File: config.mk
export PLATFORM = sky130hd
export DESIGN_NAME = rst_mode_latch
export DESIGN_NICKNAME = d
export VERILOG_FILES = /design/src/rtl/rsml_pkg.sv /design/src/rtl/rsml_sync.sv /design/src/rtl/rsml_rst_sync.sv /design/src/rtl/rsml_mode_cap.sv /design/src/rtl/rsml_brk_route.sv /design/src/rtl/rst_mode_latch.sv
export SDC_FILE = /design/constraint.sdc
export NUM_CORES = 1
export LEC_CHECK = 0
export ABC_AREA = 0
export BUFFER_PORTS_ARGS = -buffer_cell sky130_fd_sc_hd__buf_2
export CORE_AREA = 4 4 41 43
export DETAILED_ROUTE_END_ITERATION = 12
export DIE_AREA = 0 0 45 47
export PLACE_DENSITY = 0.67
export SYNTH_ARGS = -nofsm -noshare
export SYNTH_HDL_FRONTEND = slang
export SYNTH_SLANG_ARGS = --single-unit
File: constraint.sdc
create_clock -name clk -period 1.1 [get_ports clk]
set_clock_uncertainty 0.1 [all_clocks]
set_input_delay 0.055 -clock clk [delete_from_list [all_inputs] [get_ports clk]]
set_output_delay 0.055 -clock clk [all_outputs]
set_load 0.05 [all_outputs]
File: src/rtl/rsml_pkg.sv
package rsml_pkg;
  localparam int STRAP_W = 4;
  localparam int IDX_A   = 0;
  localparam int IDX_B   = 1;
  localparam int IDX_CLK = 2;
  localparam int IDX_BRK = 3;

  typedef struct packed {
    logic grp_a_port;
    logic grp_b_port;
    logic synth_en;
    logic dbg_en;
  } mode_t;

  localparam mode_t MODE_DEFAULT = '{grp_a_port: 1'b0, grp_b_port: 1'b0,
                                     synth_en: 1'b1, dbg_en: 1'b0};
endpackage

File: src/rtl/rsml_sync.sv
module rsml_sync #(
  parameter int W      = 1,
  parameter int STAGES = 2
) (
  input  logic         clk,
  input  logic [W-1:0] d_i,
  output logic [W-1:0] q_o
);
  logic [W-1:0] pipe [STAGES];

  always_ff @(posedge clk) pipe[0] <= d_i;

  for (genvar s = 1; s < STAGES; s++) begin : g_stage
    always_ff @(posedge clk) pipe[s] <= pipe[s-1];
  end

  assign q_o = pipe[STAGES-1];
endmodule

File: src/rtl/rsml_rst_sync.sv
module rsml_rst_sync #(
  parameter int STAGES = 2
) (
  input  logic clk,
  input  logic rst_n,
  output logic rel_o,
  output logic active_o
);
  logic [STAGES-1:0] chain;

  always_ff @(posedge clk or negedge rst_n) begin
    if (!rst_n) chain <= '0;
    else        chain <= {chain[STAGES-2:0], 1'b1};
  end

  // high in the cycle before the synchronized reset releases
  assign rel_o    = chain[STAGES-2] & ~chain[STAGES-1];
  assign active_o = chain[STAGES-1];
endmodule

File: src/rtl/rsml_mode_cap.sv
module rsml_mode_cap
  import rsml_pkg::*;
(
  input  logic               clk,
  input  logic               rst_n,
  input  logic               rel_i,
  input  logic               active_i,
  input  logic [STRAP_W-1:0] strap_i,
  output mode_t              mode_o
);
  mode_t mode_q;

  always_ff @(posedge clk or negedge rst_n) begin
    if (!rst_n) mode_q <= MODE_DEFAULT;
    else if (rel_i) begin
      mode_q.grp_a_port <= ~strap_i[IDX_A];
      mode_q.grp_b_port <= ~strap_i[IDX_B];
      mode_q.synth_en   <=  strap_i[IDX_CLK];
      mode_q.dbg_en     <= ~strap_i[IDX_BRK];
    end
  end

  assign mode_o = mode_q;

  AST_MODE_HELD: assert property (@(posedge clk) disable iff (!rst_n)
    (active_i && $past(active_i)) |-> $stable(mode_q));

  AST_DEFAULT_BEFORE_RELEASE: assert property (@(posedge clk) disable iff (!rst_n)
    (!active_i && !$past(active_i) && !rel_i) |-> (mode_q == MODE_DEFAULT));
endmodule

File: src/rtl/rsml_brk_route.sv
module rsml_brk_route (
  input  logic clk,
  input  logic rst_n,
  input  logic active_i,
  input  logic brk_n_s_i,
  input  logic int_brk_i,
  input  logic dbg_en_i,
  output logic dbg_enter_o,
  output logic brk_exc_o
);
  logic armed_q;
  logic brk_d_q;
  logic int_d_q;
  logic ext_fall;
  logic int_rise;
  logic req;

  always_ff @(posedge clk or negedge rst_n) begin
    if (!rst_n) begin
      armed_q <= 1'b0;
      brk_d_q <= 1'b0;
      int_d_q <= 1'b0;
    end else begin
      armed_q <= active_i & (armed_q | brk_n_s_i);
      brk_d_q <= brk_n_s_i;
      int_d_q <= int_brk_i;
    end
  end

  assign ext_fall = armed_q & brk_d_q & ~brk_n_s_i;
  assign int_rise = int_brk_i & ~int_d_q;
  assign req      = active_i & (ext_fall | int_rise);

  always_ff @(posedge clk or negedge rst_n) begin
    if (!rst_n) begin
      dbg_enter_o <= 1'b0;
      brk_exc_o   <= 1'b0;
    end else begin
      dbg_enter_o <= req &  dbg_en_i;
      brk_exc_o   <= req & ~dbg_en_i;
    end
  end

  AST_QUIET_IN_RESET: assert property (@(posedge clk) disable iff (!rst_n)
    !active_i |=> !(dbg_enter_o || brk_exc_o));

  AST_ENTER_NEEDS_DBG: assert property (@(posedge clk) disable iff (!rst_n)
    dbg_enter_o |-> dbg_en_i);

  AST_EXC_NEEDS_NO_DBG: assert property (@(posedge clk) disable iff (!rst_n)
    brk_exc_o |-> !dbg_en_i);

  AST_ENTER_ONE_CYCLE: assert property (@(posedge clk) disable iff (!rst_n)
    dbg_enter_o |=> !dbg_enter_o);

  AST_EXC_ONE_CYCLE: assert property (@(posedge clk) disable iff (!rst_n)
    brk_exc_o |=> !brk_exc_o);

  AST_OUT_EXCLUSIVE: assert property (@(posedge clk) disable iff (!rst_n)
    !(dbg_enter_o && brk_exc_o));

  AST_UNARMED_EXT_SILENT: assert property (@(posedge clk) disable iff (!rst_n)
    (!armed_q && !int_rise) |=> !(dbg_enter_o || brk_exc_o));
endmodule

File: src/rtl/rst_mode_latch.sv
module rst_mode_latch
  import rsml_pkg::*;
#(
  parameter int SYNC_STAGES = 2
) (
  input  logic clk,
  input  logic rst_n,
  input  logic strap_a_i,
  input  logic strap_b_i,
  input  logic clk_sel_i,
  input  logic brk_n_i,
  input  logic int_brk_i,
  output logic grp_a_port_o,
  output logic grp_b_port_o,
  output logic synth_en_o,
  output logic dbg_en_o,
  output logic dbg_enter_o,
  output logic brk_exc_o
);
  logic [STRAP_W-1:0] strap_raw;
  logic [STRAP_W-1:0] strap_s;
  logic               rel;
  logic               active;
  mode_t              mode;

  always_comb begin
    strap_raw          = '0;
    strap_raw[IDX_A]   = strap_a_i;
    strap_raw[IDX_B]   = strap_b_i;
    strap_raw[IDX_CLK] = clk_sel_i;
    strap_raw[IDX_BRK] = brk_n_i;
  end

  rsml_sync #(.W(STRAP_W), .STAGES(SYNC_STAGES)) u_sync (
    .clk (clk),
    .d_i (strap_raw),
    .q_o (strap_s)
  );

  rsml_rst_sync #(.STAGES(SYNC_STAGES)) u_rst (
    .clk      (clk),
    .rst_n    (rst_n),
    .rel_o    (rel),
    .active_o (active)
  );

  rsml_mode_cap u_cap (
    .clk      (clk),
    .rst_n    (rst_n),
    .rel_i    (rel),
    .active_i (active),
    .strap_i  (strap_s),
    .mode_o   (mode)
  );

  rsml_brk_route u_route (
    .clk         (clk),
    .rst_n       (rst_n),
    .active_i    (active),
    .brk_n_s_i   (strap_s[IDX_BRK]),
    .int_brk_i   (int_brk_i),
    .dbg_en_i    (mode.dbg_en),
    .dbg_enter_o (dbg_enter_o),
    .brk_exc_o   (brk_exc_o)
  );

  assign grp_a_port_o = mode.grp_a_port;
  assign grp_b_port_o = mode.grp_b_port;
  assign synth_en_o   = mode.synth_en;
  assign dbg_en_o     = mode.dbg_en;
endmodule

==> flow_summary.ini, run 1 <==
[grt]
grt_max_degree = 12
grt_pass1_wl_um = 1430
grt_pass1_vias = 343
grt.total_usage = 0.101
antenna_found_initial = 0
grt_overflow = 0

[cells_and_area]
layoutNonFillerInstCount = 75
final_area_um2 = 763
area_delta_synth_final_pct = 37.1
mostFrequentLayoutCell = dfrtp_1
final_nets = 68
layout-drive-gt1-share = 0.383
num_antenna_cells = 0
fillers = 119
mostFrequentLayoutCells = dfrtp_1, buf_2, dfxtp_1

[timing]
fin_ws_ns = -0.0573
rsz0062_at_grt = true
setup_viol = 1
fin_crit_sh = 1.05
whs_ns = 0.0426
max_freq_mhz = 864
hold_violations = 0
finalCriticalPeriod_ns = 1.16
drv_slew = 0

[floorplanning]
die_x_um = 45
die-area_um2 = 2120
die_y_um = 47
rows = 13
io_pins = 13
start_util = 0.428
core_um2 = 1300

[clock_tree]
cts_tree = done
cts_root_buffer = clkbuf_4
cts_max_level = 1
cts_buffers = 3
cts_buffer_depth = 2
clk_pin_slew_ns = 0.10
clock_latency_ns = 0.29
cts_sinks = 19

[route]
drt-pass1-iter-count = 2
routed_wl_um = 810
via_count = 313
drt_iter0_markers = 1
wl_per_cell_um = 10.8
vias_per_cell = 4.17
drcViolationCount = 0
ant_nets = 0

[setup_path]
slowest_delay_ns = 0.57
r2r-start = u_rst.chain[1]$_DFF_PN0_
cp_max_fo = 2
critPathBufInv = 1
critPathSlowestCell = dfstp_2
startpoint_type = flip-flop
crit_path_start = u_cap.mode_o[1]$_DFFE_PN1P_
crit_chain = buf_8
required_ns = 0.94
worst-endpoint-arrival_ns = 1.00
endpoint_kind = output port
crit_family = flip-flops
criticalPathCategory = flip-flop to output port

[power]
p_total_mw = 1.34
comb_power_share = 0.175
p_seq_frac = 0.578
power.switching_mw = 0.359
power_frac_clock = 0.247
switching_share = 0.267
p_leak_nw = 0.369
ir_drop_mv = 1.14
powerDensity_nw_per_um2 = 1760
intPower_mw = 0.984

[placement]
portBuffers = 12
dpl.hpwl_um = 543
place_inst = 64
routabilityCongestion = 0.642
placed_cell_area_um2 = 641

[logic_synthesis]
synth_seq_cells = 19
syn-mean-instance-area_um2 = 15.5
netlist-cell-type-count = 15
seq_area_frac_synth = 0.784
netlist_area_um2 = 557
syn-instance-count = 36
yosysWarnings = 0
synth.net_count = 43

[status]
status = finished with violations
violations = setup timing

[worst_hold_path]
min_path_type = input pin to asynchronous set/reset pin

[job]
maxCapViolations = 0
## cell usage after synthesis, drive strengths merged
cell    number  area [um^2]
or2b         1         7.51
nand2        1         3.75
nor2b        1         6.26
dfstp        1         26.3
buf          1         11.3
mux2i        3         30.0
conb         1         3.75
a21oi        2         10.0
nand2b       1         6.26
dfrtp       10          250
mux2         1         15.0
inv          3         11.3
dfxtp        8          160
o21a         1         7.51
nand3b       1         7.51
## logic make-up (layout without fill, tap and decap cells)
| group | after synthesis | count (layout) | share of synthesized area |
|---|---|---|---|
| buffers and inverters | 4 | 28 | 0.0404 |
| AND/OR/NAND/NOR | 5 | 5 | 0.0562 |
| other | 1 | 1 | 0.00674 |
| AO/OA/AOI/OAI | 3 | 3 | 0.0315 |
| multiplexers | 4 | 4 | 0.0809 |
| flip-flops | 19 | 19 | 0.784 |
## worst paths after layout
path                       cells past startpoint  slack [ns]                             to
setup / recovery                               1       -0.06                     synth_en_o
hold / removal                                 2        0.04  u_route.dbg_enter_o$_DFF_PN0_
setup reg to reg                               3        0.03    u_cap.mode_o[3]$_DFFE_PN0P_
hold reg to reg                                0        0.24      u_sync.pipe[0][5]$_DFF_P_
max in group asynchronous                      2        0.60    u_cap.mode_o[1]$_DFFE_PN1P_
min in group clk                               0        0.24      u_sync.pipe[0][5]$_DFF_P_
## metrics by stage
step	utilization	setup TNS, ns	setup WS, ns
3_3_place_gp	0.492	0	0.0271
2_1_floorplan	-	-0.00304	-0.00304
6_report	0.587	-0.0573	-0.0573
5_1_grt	0.587	-0.156	-0.0978
3_5_place_dp	0.492	0	0.00470
4_1_cts	0.571	-0.0716	-0.0716
## power by group through the flow
stage	logic (mW)	registers (mW)	clock network, mW
detailed placement	0.187	0.786	0
CTS	0.218	0.776	0.349
floorplan	0.0427	0.876	0
global placement	0.186	0.785	0
finish	0.234	0.777	0.332
global route	0.251	0.785	0.383
## area by class of cell
cell class	instances	area (um^2)	area share
Sequential cell	19	438	0.574
Timing Repair Buffer	21	168	0.220
Tap cell	15	18.8	0.0246
Inverter	3	11.3	0.0148
Clock inverter	1	5.00	0.00656
Multi-Input combinational cell	13	100	0.131
Clock buffer	3	22.5	0.0295
## routing by layer
| metal | wire length (um) | vias up | global-route usage |
|---|---|---|---|
| met5 | 0 | - | 0 |
| met4 | 27 | 0 | 0.0877 |
| met3 | 54 | 2 | 0.0230 |
| met2 | 397 | 11 | 0.172 |
| met1 | 331 | 142 | 0.104 |
| li1 | - | 158 | - |
## registers in the layout, summed over array words and instances (netlist names)
| signal | cells |
|---|---|
| u_route.brk_exc_o | 1 |
| u_route.armed_q | 1 |
| u_route.dbg_enter_o | 1 |
| u_cap.mode_o | 4 |
| u_sync.pipe | 8 |
| u_rst.chain | 2 |
| u_route.int_d_q | 1 |
| u_route.brk_d_q | 1 |
## timing repair
action                                  in CTS  in global routing
gates cloned                                 0                  0
hold endpoints to repair                    18                  0
endpoints found under the setup margin       5                  7
hold buffers                                 6                  0
buffers inserted                             0                  1
gates resized for setup                      5                  5
pin swaps                                    0                  0
Note: power is estimated with default switching activity, not from simulation.
==> run 2: changes to the inputs <==
SETUP_SLACK_MARGIN = 0.4   (was unset)
==> run 2 against run 1 <==
  * Setup slack better by 0.0089 ns
  * Clock-buffer cell count stayed put
  * Global-route usage is 1.8 points higher
  * Largest cell class unchanged
  * Sequential power is 1% higher
  * Total power is 6.7% higher
  * Routed wire length is 15% higher
  * Clock power hardly changed
  * Core utilization is 8.8 points higher
  * Sequential cell count stayed put
  * The flow still finishes with violations (setup timing)
  * Worst hold slack better by 0.0045 ns
==> flow_summary.ini, run 2 (synthesis results as in run 1) <==
[status]
status = finished with violations
violations = setup timing

[route]
drcViolationCount = 0
vias_per_cell = 4.33
wl_per_cell_um = 11.8
routed_wl_um = 929
drt-pass1-iter-count = 1
ant_nets = 0
via_count = 342
drt_iter0_markers = 0

[grt]
grt_overflow = 0
grt_max_degree = 12
grt.total_usage = 0.119
grt_pass1_wl_um = 1700
grt_pass1_vias = 406
antenna_found_initial = 0

[clock_tree]
cts_max_level = 1
cts_root_buffer = clkbuf_4
clock_latency_ns = 0.29
cts_buffer_depth = 2
clk_pin_slew_ns = 0.10
cts_sinks = 19
cts_buffers = 3
cts_tree = done

[cells_and_area]
final_nets = 72
final_util = 0.674
num_antenna_cells = 0
mostFrequentLayoutCells = dfxtp_1, dlygate4sd3_1, buf_2, buf_8, buf_6
mostFrequentLayoutCell = dfxtp_1
layout-drive-gt1-share = 0.547
fillers = 101
largest-register = u_sync.pipe
largest_register_ffs = 8
area_delta_synth_final_pct = 57.5

[timing]
setup_viol = 2
max_freq_mhz = 871
fin_ws_ns = -0.0484
fin_crit_sh = 1.04
finalCriticalPeriod_ns = 1.15
drv_slew = 0
hold_violations = 0
rsz0062_at_grt = true

[setup_path]
slowest_delay_ns = 0.56
crit_chain = buf_8
worst-endpoint-arrival_ns = 0.99
cp_max_fo = 2
r2r-start = u_rst.chain[1]$_DFF_PN0_
critPathSlowestCell = dfstp_2
required_ns = 0.94
startpoint_type = flip-flop
critPathBufInv = 1
crit_family = flip-flops
criticalPathCategory = flip-flop to output port
rr_endpoint = u_route.brk_exc_o$_DFF_PN0_
r2r_slack_ns = -0.01
rr_worst_depth = 4
endpoint_kind = output port

[floorplanning]
io_pins = 13
start_util = 0.428
core_um2 = 1300
die-area_um2 = 2120
die_y_um = 47
rows = 13
die_x_um = 45

[worst_hold_path]
min_path_type = input pin to asynchronous set/reset pin

[placement]
dpl.hpwl_um = 535
place_ws_ns = -0.00720
routabilityCongestion = 0.660
portBuffers = 12

[job]
maxCapViolations = 0

[power]
p_leak_nw = 0.410
powerDensity_nw_per_um2 = 1630
ir_drop_mv = 1.13
## run 2: changes by cell type in the layout (fill, tap and decap cells not counted), sizes merged
| cell | before | now |
|---|---|---|
| buf | 14 | 19 |
| clkbuf | 4 | 3 |
## run 2: worst max-delay path by stage
stage,startpoint,end,slack (ns),cells past startpoint
after global routing,u_cap.mode_o[1]$_DFFE_PN1P_,synth_en_o,-0.09,1
after detailed placement,u_rst.chain[1]$_DFF_PN0_,u_cap.mode_o[3]$_DFFE_PN0P_,-0.007,3
final,u_cap.mode_o[1]$_DFFE_PN1P_,synth_en_o,-0.05,1
after CTS,u_cap.mode_o[1]$_DFFE_PN1P_,synth_en_o,-0.07,1
after global placement,u_rst.chain[1]$_DFF_PN0_,u_cap.mode_o[3]$_DFFE_PN0P_,0.02,3
after floorplan,u_rst.chain[1]$_DFF_PN0_,u_cap.mode_o[1]$_DFFE_PN1P_,-0.003,3
## run 2: per-stage QoR
| step | setup TNS (ns) | instance area (um^2) | power (mW) | instances | hold WS [ns] |
|---|---|---|---|---|---|
| 2_1_floorplan | -0.00280 | 563 | 0.922 | 36 | -0.341 |
| 3_3_place_gp | 0 | 646 | 0.973 | 64 | -0.166 |
| 3_5_place_dp | -0.00720 | 646 | 0.976 | 64 | -0.163 |
| 4_1_cts | -0.0698 | 822 | 1.41 | 75 | 0.0397 |
| 5_1_grt | -0.190 | 877 | 1.52 | 79 | 0.0529 |
| 6_report | -0.0544 | 877 | 1.43 | 79 | 0.0471 |
## run 2: what timing repair did
| action | 4_1_cts | 5_1_grt |
|---|---|---|
| endpoints found under the setup margin | 13 | 13 |
| buffers inserted | 1 | 4 |
| hold buffers | 6 | 0 |
| gates resized for setup | 25 | 6 |
| endpoints found under the hold margin | 18 | 0 |
| pin swaps | 1 | 1 |
## run 2: power breakdown
| group | leakage (nW) | total [mW] | switching (mW) | internal (mW) |
|---|---|---|---|---|
| Sequential | 0.193 | 0.788 | 0.0353 | 0.753 |
| Clock | 0.0177 | 0.332 | 0.197 | 0.135 |
| Combinational | 0.199 | 0.314 | 0.153 | 0.161 |
| Total | 0.410 | 1.43 | 0.385 | 1.05 |
## run 2: area by class of cell
class,count,area (um^2),area share
tap,15,18.8,0.0214
inverter,3,11.3,0.0128
sequential,19,444,0.506
clock buffer,3,22.5,0.0257
multi-input combinational,13,120,0.137
clock inverter,1,5.00,0.00571
timing repair buffer,25,255,0.291
## run 2: layer usage
metal	part of all wire	vias to the layer above	global-route usage
met5	0	-	0
met3	0.059	2	0.0345
met2	0.54	11	0.223
met1	0.38	163	0.106
li1	-	166	-
met4	0.023	0	0.0877
==> run 3: changes to the inputs <==
MAX_ROUTING_LAYER = met4   (was unset)
PLACE_DENSITY = unset   (was 0.67)
PLACE_DENSITY_LB_ADDON = 0.25   (was unset)
SETUP_SLACK_MARGIN = 0.3   (was 0.4)
==> run 3 against run 2 <==
  * The flow still finishes with violations (setup timing)
  * Sequential cell count unchanged
  * Via count decreased by 3.5%
  * Non-clock buffer count decreased by 2
  * Routed wire length decreased by 7.2%
  * Core utilization decreased by 3.2 points
  * Sequential power decreased by 0.8%
  * Total power decreased by 3.1%
  * Die area unchanged
  * Combinational power decreased by 11%
  * Register-to-register slack about the same
  * Critical endpoint unchanged
==> flow_summary.ini, run 3 (synthesis results as in run 1) <==
[route]
drcViolationCount = 0
drt_iter0_markers = 0
routed_wl_um = 862
wl_per_cell_um = 11.2
drt-pass1-iter-count = 1
vias_per_cell = 4.29
ant_nets = 0
via_count = 330

[power]
power.switching_mw = 0.368
p_seq_frac = 0.563
ir_drop_mv = 0.711
intPower_mw = 1.02
powerDensity_nw_per_um2 = 1660
p_leak_nw = 0.395
comb_power_share = 0.200
power_frac_clock = 0.237
switching_share = 0.265
p_total_mw = 1.39

[floorplanning]
core_um2 = 1300
die-area_um2 = 2120
die_x_um = 45
start_util = 0.428
io_pins = 13
die_y_um = 47
rows = 13

[setup_path]
critPathSlowestCell = dfstp_2
r2r_slack_ns = -0.01
criticalPathCategory = flip-flop to output port
endpoint_kind = output port
worst-endpoint-arrival_ns = 0.98
critPathBufInv = 1
required_ns = 0.94
crit_chain = buf_8
crit_family = flip-flops
cp_max_fo = 2
startpoint_type = flip-flop
slowest_delay_ns = 0.56

[clock_tree]
cts_max_level = 1
clock_latency_ns = 0.28
cts_buffer_depth = 2
cts_buffers = 3
cts_sinks = 19
cts_root_buffer = clkbuf_4
cts_tree = done
clk_pin_slew_ns = 0.10

[cells_and_area]
multi_input_area_um2 = 124
largest-register = u_sync.pipe
final_nets = 70
layout-drive-gt1-share = 0.452
layoutNonFillerInstCount = 77
mostFrequentLayoutCells = dfrtp_1, buf_6, dfxtp_1
fillers = 100
largest_register_ffs = 8
mostFrequentLayoutCell = dfrtp_1
area_delta_synth_final_pct = 50.1
final-seq-area_um2 = 438
num_antenna_cells = 0

[placement]
dpl.hpwl_um = 596
place_inst = 64
routabilityCongestion = 0.672
portBuffers = 12
place_ws_ns = -0.0818

[grt]
grt_pass1_vias = 351
grt.total_usage = 0.0970
grt_max_degree = 12
grt_overflow = 0
grt_pass1_wl_um = 1370
antenna_found_initial = 0

[timing]
fin_ws_ns = -0.0375
hold_violations = 0
fin_crit_sh = 1.03
whs_ns = 0.0498
tns_ns = -0.0519
rsz0062_at_grt = true
finalCriticalPeriod_ns = 1.14
max_freq_mhz = 879
setup_viol = 2
drv_slew = 0

[job]
maxCapViolations = 0

[worst_hold_path]
min_path_type = input pin to asynchronous set/reset pin

[status]
status = finished with violations
violations = setup timing
==> run 3: routing by layer <==
layer / up-vias / track usage / wire (um)
li1: 162 / - / -
met1: 159 / 0.107 / 373
met2: 9 / 0.153 / 448
met3: 0 / 0.0230 / 40
met4: 0 / 0.0702 / 0
met5: - / - / 0
==> run 3: worst reg2reg max path, stage by stage (launching register included) <==
cell     delay, ns
dfrtp_1       0.42
nor2b_4       0.14
buf_6         0.10
mux2_4        0.28
==> run 3: area by class of cell <==
type / instances / area share
timing repair buffer: 23 / 0.260
sequential: 19 / 0.524
multi-input combinational: 13 / 0.148
inverter: 3 / 0.0135
clock buffer: 4 / 0.0314
tap: 15 / 0.0225
==> run 3: metrics by stage <==
step,utilization,cell area [um^2]
3_5_place_dp,0.492,641
5_1_grt,0.642,836
4_1_cts,0.630,820
3_3_place_gp,0.492,641
2_1_floorplan,-,558
6_report,0.642,836
==> run 3: timing repair <==
action,4_1_cts,5_1_grt
gates resized for setup,23,2
pin swaps,0,1
hold endpoints to repair,18,0
endpoints found under the setup margin,13,13
hold buffers,6,0
buffers inserted,2,1
==> run 3: worst paths after layout <==
kind	end	start	cells after the start
hold reg to reg	u_sync.pipe[0][7]$_DFF_P_	u_sync.pipe[0][3]$_DFF_P_	0
hold / removal	u_cap.mode_o[2]$_DFFE_PN0P_	rst_n	2
max in group asynchronous	u_cap.mode_o[1]$_DFFE_PN1P_	rst_n	2
setup / recovery	synth_en_o	u_cap.mode_o[1]$_DFFE_PN1P_	1
min in group clk	u_sync.pipe[0][7]$_DFF_P_	u_sync.pipe[0][3]$_DFF_P_	0
setup reg to reg	u_cap.mode_o[1]$_DFFE_PN1P_	u_rst.chain[1]$_DFF_PN0_	3
==> run 3: power groups by stage <==
| stage | Combinational [mW] | Clock, mW | Sequential, mW |
|---|---|---|---|
| after floorplan | 0.0427 | 0 | 0.876 |
| after global placement | 0.185 | 0 | 0.785 |
| after detailed placement | 0.191 | 0 | 0.787 |
| after CTS | 0.266 | 0.345 | 0.784 |
| after global routing | 0.293 | 0.372 | 0.788 |
| final | 0.278 | 0.329 | 0.782 |
